File: src/rtl/irq_pkg.sv
package irq_pkg;
  localparam int NUM_SRC   = 2;
  localparam int CSR_W     = 8;
  localparam int VEC_W     = 12;
  localparam int ME_BIT    = 0;
  localparam int EN_BASE   = 2;
  localparam int FLAG_BASE = 5;
  localparam int VEC_BASE  = 8;
  localparam int VEC_STEP  = 4;

  // Storage bits of the status byte; all others are read-as-zero.
  function automatic logic [CSR_W-1:0] wr_mask(input int nsrc);
    logic [CSR_W-1:0] m;
    m = '0;
    m[ME_BIT] = 1'b1;
    for (int i = 0; i < nsrc; i++) begin
      m[EN_BASE+i]   = 1'b1;
      m[FLAG_BASE+i] = 1'b1;
    end
    return m;
  endfunction

  function automatic logic [VEC_W-1:0] vec_of(input int idx);
    return VEC_W'(VEC_BASE + VEC_STEP * idx);
  endfunction
endpackage

File: src/rtl/irq_rst_sync.sv
module irq_rst_sync (
  input  logic clk,
  input  logic rst_n,
  output logic rst_n_sync
);
  logic [1:0] sync_q;

  always_ff @(posedge clk or negedge rst_n) begin
    if (!rst_n) sync_q <= 2'b00;
    else        sync_q <= {sync_q[0], 1'b1};
  end

  assign rst_n_sync = sync_q[1];
endmodule

File: src/rtl/irq_csr.sv
module irq_csr
  import irq_pkg::*;
#(
  parameter int N = NUM_SRC
) (
  input  logic             clk,
  input  logic             rst_n,
  input  logic             wr_en,
  input  logic [CSR_W-1:0] wr_data,
  input  logic [N-1:0]     ovf,
  input  logic             ack,
  input  logic [N-1:0]     ack_sel,
  input  logic             reti,
  output logic [CSR_W-1:0] csr_q
);
  localparam logic [CSR_W-1:0] MASK = wr_mask(N);

  logic [CSR_W-1:0] csr_d;
  logic             csr_ce;

  assign csr_ce = wr_en | reti | ack | (|ovf);

  always_comb begin
    csr_d = csr_q;
    if (wr_en) csr_d = wr_data & MASK;
    if (reti)  csr_d[ME_BIT] = 1'b1;
    if (ack)   csr_d[ME_BIT] = 1'b0;
    for (int i = 0; i < N; i++) begin
      if (ack_sel[i]) csr_d[FLAG_BASE+i] = 1'b0;
      if (ovf[i])     csr_d[FLAG_BASE+i] = 1'b1;
    end
  end

  always_ff @(posedge clk or negedge rst_n) begin
    if (!rst_n)      csr_q <= '0;
    else if (csr_ce) csr_q <= csr_d;
  end
endmodule

File: src/rtl/irq_arbiter.sv
module irq_arbiter
  import irq_pkg::*;
#(
  parameter int N = NUM_SRC
) (
  input  logic             master_en,
  input  logic [N-1:0]     src_en,
  input  logic [N-1:0]     src_flag,
  input  logic             tick,
  input  logic             win_open,
  input  logic             stack_full,
  output logic             ack,
  output logic [N-1:0]     ack_sel,
  output logic [VEC_W-1:0] ack_vec
);
  logic [N-1:0] req;
  logic [N-1:0] grant;
  logic [N:0]   above;
  logic         gate;

  assign gate     = tick & win_open & ~stack_full & master_en;
  assign above[0] = 1'b0;

  for (genvar i = 0; i < N; i++) begin : g_prio
    assign req[i]     = src_en[i] & src_flag[i];
    assign grant[i]   = req[i] & ~above[i];
    assign above[i+1] = above[i] | req[i];
  end

  assign ack     = gate & above[N];
  assign ack_sel = gate ? grant : '0;

  always_comb begin
    ack_vec = '0;
    for (int i = 0; i < N; i++)
      if (ack_sel[i]) ack_vec = ack_vec | vec_of(i);
  end
endmodule

File: src/rtl/irq_call_out.sv
module irq_call_out
  import irq_pkg::*;
(
  input  logic             clk,
  input  logic             rst_n,
  input  logic             ack,
  input  logic [VEC_W-1:0] ack_vec,
  output logic             call_req,
  output logic [VEC_W-1:0] call_vector
);
  logic             req_d;
  logic [VEC_W-1:0] vec_d;

  always_comb begin
    req_d = ack;
    vec_d = call_vector;
    if (ack) vec_d = ack_vec;
  end

  always_ff @(posedge clk or negedge rst_n) begin
    if (!rst_n) begin
      call_req    <= 1'b0;
      call_vector <= '0;
    end else begin
      call_req    <= req_d;
      call_vector <= vec_d;
    end
  end
endmodule

File: src/rtl/irq_vec_ctrl.sv
module irq_vec_ctrl
  import irq_pkg::*;
(
  input  logic                 clk,
  input  logic                 rst_n,
  input  logic                 cpu_wr_en,
  input  logic [CSR_W-1:0]     cpu_wr_data,
  output logic [CSR_W-1:0]     csr_rdata,
  input  logic [NUM_SRC-1:0]   tmr_ovf,
  input  logic                 instr_tick,
  input  logic                 ack_window_open,
  input  logic                 stack_full,
  input  logic                 reti_strobe,
  output logic                 call_req,
  output logic [VEC_W-1:0]     call_vector
);
  logic               rst_n_sync;
  logic [CSR_W-1:0]   csr_q;
  logic               ack;
  logic [NUM_SRC-1:0] ack_sel;
  logic [VEC_W-1:0]   ack_vec;
  logic [NUM_SRC-1:0] src_en;
  logic [NUM_SRC-1:0] src_flag;

  irq_rst_sync u_rst (
    .clk(clk), .rst_n(rst_n), .rst_n_sync(rst_n_sync)
  );

  irq_csr #(.N(NUM_SRC)) u_csr (
    .clk(clk), .rst_n(rst_n_sync), .wr_en(cpu_wr_en), .wr_data(cpu_wr_data),
    .ovf(tmr_ovf), .ack(ack), .ack_sel(ack_sel), .reti(reti_strobe),
    .csr_q(csr_q)
  );

  for (genvar i = 0; i < NUM_SRC; i++) begin : g_fields
    assign src_en[i]   = csr_q[EN_BASE+i];
    assign src_flag[i] = csr_q[FLAG_BASE+i];
  end

  irq_arbiter #(.N(NUM_SRC)) u_arb (
    .master_en(csr_q[ME_BIT]), .src_en(src_en), .src_flag(src_flag),
    .tick(instr_tick), .win_open(ack_window_open), .stack_full(stack_full),
    .ack(ack), .ack_sel(ack_sel), .ack_vec(ack_vec)
  );

  irq_call_out u_out (
    .clk(clk), .rst_n(rst_n_sync), .ack(ack), .ack_vec(ack_vec),
    .call_req(call_req), .call_vector(call_vector)
  );

  assign csr_rdata = csr_q;
endmodule

File: config.mk
export PLATFORM = sky130hd
export DESIGN_NAME = irq_vec_ctrl
export DESIGN_NICKNAME = d
export VERILOG_FILES = /design/src/rtl/irq_pkg.sv /design/src/rtl/irq_rst_sync.sv /design/src/rtl/irq_csr.sv /design/src/rtl/irq_arbiter.sv /design/src/rtl/irq_call_out.sv /design/src/rtl/irq_vec_ctrl.sv
export SDC_FILE = /design/constraint.sdc
export NUM_CORES = 1
export LEC_CHECK = 0
export BUFFER_PORTS_ARGS = -buffer_cell sky130_fd_sc_hd__clkbuf_2
export CORE_MARGIN = 4
export CORE_UTILIZATION = 48
export CTS_CLUSTER_SIZE = 14
export DETAILED_ROUTE_END_ITERATION = 10
export PLACE_DENSITY = 0.8
export SYNTH_ARGS = -nofsm -noshare
export SYNTH_HDL_FRONTEND = slang
export SYNTH_HIERARCHICAL = 1
export SYNTH_SLANG_ARGS = --single-unit
File: constraint.sdc
create_clock -name clk -period 0.8 [get_ports clk]
set_clock_uncertainty 0.05 [all_clocks]
set_input_delay 0.16 -clock clk [delete_from_list [all_inputs] [get_ports clk]]
set_output_delay 0.16 -clock clk [all_outputs]
set_load 0.1 [all_outputs]
==> flow_summary.json <==
{
  "first_pass_iters": 3,
  "clock_path_buffers": 2,
  "critPathArrivalTime_ns": 1.70,
  "drtIter0Drc": 5,
  "die_x_um": 53.2,
  "r2r_cells": 5,
  "synth_most_common_cell": "dfrtp_1",
  "leakage_nw": 0.773,
  "rows": 16,
  "ys_types": 21,
  "path_max_fanout": 3,
  "place_inst": 142,
  "clock_sinks": 20,
  "gp_congestion": 0.774,
  "final_core_util": 0.869,
  "final_cells": 151,
  "synth.top_cells.by_area": "dfrtp_1 (51%), mux2_4 (15%), buf_4 (11%), mux2_2 (4.6%), nand4b_4 (2.4%)",
  "synth_area_um2": 978,
  "drc": 0,
  "htree_levels": 1,
  "grt_max_degree": 13,
  "synth-seq-area-share": 0.512,
  "ys_ff_latch": 20,
  "worstReg2RegEnd": "u_csr/csr_q[6]$_DFFE_PN0P_",
  "min_from": "tmr_ovf[0]",
  "cts_buffers": 3,
  "rsz0062_at_grt": "true",
  "final-setup-viol-count": 36,
  "netlist_top_cells_count": "dfrtp_1 (20), buf_4 (14), mux2_4 (10)",
  "worstSetupPathType": "reg -> reg",
  "reg2reg_from": "u_csr/csr_q[0]$_DFFE_PN0P_",
  "num-fill-cells": 89,
  "fin_ws_ns": -0.702,
  "start_util": 0.504,
  "cts_root_buffer": "clkbuf_4",
  "period_needed_ns": 1.50,
  "yosysTopAreaCellShare": 0.512,
  "placed_area_um2": 1560,
  "die_area_um2": 2820,
  "hold_path_end": "u_csr/csr_q[5]$_DFFE_PN0P_",
  "maxCapViolCount": 0,
  "nNetsFinal": 142,
  "slowest_stage": "dfrtp_4",
  "post-dp-hpwl_um": 1850,
  "vias": 720,
  "crit_chain": "nand4b_4, a21oi_4, or4_4, nor3_2, or3_1",
  "cts.clk_slew.worst_paths_ns": 0.12,
  "grt_pass1_vias": 819,
  "grt_pass1_wl_um": 4400,
  "slew_viol_final": 0,
  "antenna_found_initial": 0,
  "ant_nets": 0,
  "synthToLayoutAreaGrowth_pct": 72.4,
  "cp.required_ns": 1.00,
  "whs_path_depth": 2,
  "yosys_warnings": 6,
  "synth_edf_count": 0,
  "hold_viol": 0,
  "wl_per_cell_um": 17.9,
  "cp-end-kind": "flop",
  "violations": "setup timing",
  "syn_inst": 73,
  "antennaDiodeCount": 0,
  "ir_worst_vdd_mv": 2.81,
  "max_freq_ghz": 0.666,
  "drt-total-wl_um": 2710,
  "hold_ws_ns": 0.0116,
  "synthFlopType": "dfrtp_1",
  "post-route-cell-area_um2": 1690,
  "power.density_nw_per_um2": 3180,
  "hold_path.class": "in -> reg",
  "io_pins": 38,
  "finalCritPeriodShare": 1.88,
  "regToRegSetupSlack_ns": -0.70,
  "drive_gt1_frac": 0.774,
  "outcome": "finished, violations left",
  "die-height_um": 53.2,
  "critPathMaxStageDelay_ns": 0.51,
  "coreArea_um2": 1940,
  "grt_util_all_layers": 0.227,
  "vias_per_cell": 4.77,
  "grt-ovfl-total": 0,
  "async_flop_share": 1.00,
  "yosysTopAreaCell": "dfrtp_1",
  "syn-mean-instance-area_um2": 13.4,
  "cp-start-kind": "flop",
  "clock_latency_ns": 0.31,
  "cts_tree": "built",
  "port_buffers": 31
}
## sequential cells by signal, indices dropped and copies added (netlist names)
signal / flops
u_csr/csr_q: 5
u_rst/sync_q: 2
u_out/call_req: 1
u_out/call_vector: 12
## per-stage QoR
step | worst slack [ns] | power, W | setup TNS (ns)
5_1_grt | -0.773 | 0.00552 | -19.96
2_1_floorplan | -0.842 | 0.00335 | -12.90
3_5_place_dp | -0.676 | 0.00443 | -11.21
4_1_cts | -0.672 | 0.00536 | -18.31
3_3_place_gp | -0.605 | 0.00437 | -10.41
6_report | -0.702 | 0.00536 | -18.80
## cell families (layout without fill, tap and decap cells)
family / Yosys count / after routing / share of synthesized area
flops: 20 / 20 / 0.512
buf+inv: 16 / 56 / 0.130
simple gates: 15 / 15 / 0.116
mux: 14 / 14 / 0.199
compound gates: 5 / 5 / 0.0307
other cells: 3 / 14 / 0.0115
## placed cells by master (no fill, tap or decap), types with 2 or more instances in the layout
master | netlist | layout
buf_12 | 0 | 18
buf_4 | 14 | 14
buf_6 | 2 | 6
clkbuf_2 | 0 | 13
clkbuf_4 | 0 | 3
conb_1 | 3 | 14
dfrtp_1 | 20 | 2
dfrtp_4 | 0 | 17
mux2_2 | 4 | 3
mux2_4 | 10 | 11
nand2_4 | 0 | 2
nor2_1 | 3 | 3
nor2b_1 | 2 | 2
## final cells by class
class                      count  area (um^2)  share of cell area
timing repair buffer          52          608               0.361
sequential                    20          566               0.335
multi-input combinational     48          427               0.253
tap                           27         33.8              0.0200
clock inverter                 1         30.0              0.0178
clock buffer                   3         22.5              0.0134
## critical path: cells and delay by family (launching register included)
family             cells  cell delay (ns)
and+or+nand+nor        4             0.82
DFF                    1             0.51
AOI/OAI and AO/OA      1             0.06
## worst max-delay path by stage
stage / startpoint / to / slack, ns / cells after the start
2_1_floorplan: u_csr/csr_q[0]$_DFFE_PN0P_ / u_out/call_vector[0]$_DFFE_PN0P_ / -0.84 / 4
3_3_place_gp: u_csr/csr_q[0]$_DFFE_PN0P_ / u_csr/csr_q[6]$_DFFE_PN0P_ / -0.60 / 5
5_1_grt: u_csr/csr_q[3]$_DFFE_PN0P_ / u_csr/csr_q[6]$_DFFE_PN0P_ / -0.77 / 5
4_1_cts: u_csr/csr_q[2]$_DFFE_PN0P_ / u_csr/csr_q[6]$_DFFE_PN0P_ / -0.67 / 5
3_5_place_dp: u_csr/csr_q[0]$_DFFE_PN0P_ / u_csr/csr_q[5]$_DFFE_PN0P_ / -0.68 / 5
6_report: u_csr/csr_q[0]$_DFFE_PN0P_ / u_csr/csr_q[6]$_DFFE_PN0P_ / -0.70 / 5
## per-layer routing
layer | vias to the layer above | share of wire | GRT usage
met5 | - | 0 | 0
met3 | 15 | 0.050 | 0.0535
li1 | 319 | - | -
met1 | 357 | 0.34 | 0.238
met4 | 0 | 0.054 | 0.0979
met2 | 29 | 0.56 | 0.426
## where the power goes
part | leakage (nW) | internal (W) | switching (W) | total (W)
clock network | 0.0279 | 0.000507 | 0.000335 | 0.000841
registers | 0.220 | 0.00133 | 0.000230 | 0.00156
logic | 0.525 | 0.00115 | 0.00181 | 0.00296
## timing repair
action,CTS,global route
buffers inserted,3,3
endpoints found under the hold margin,2,0
pin swaps,1,0
gates resized for setup,5,5
hold buffers,1,0
endpoints found under the setup margin,36,36
gates cloned,0,0
Power figures use the tool's default switching activity.
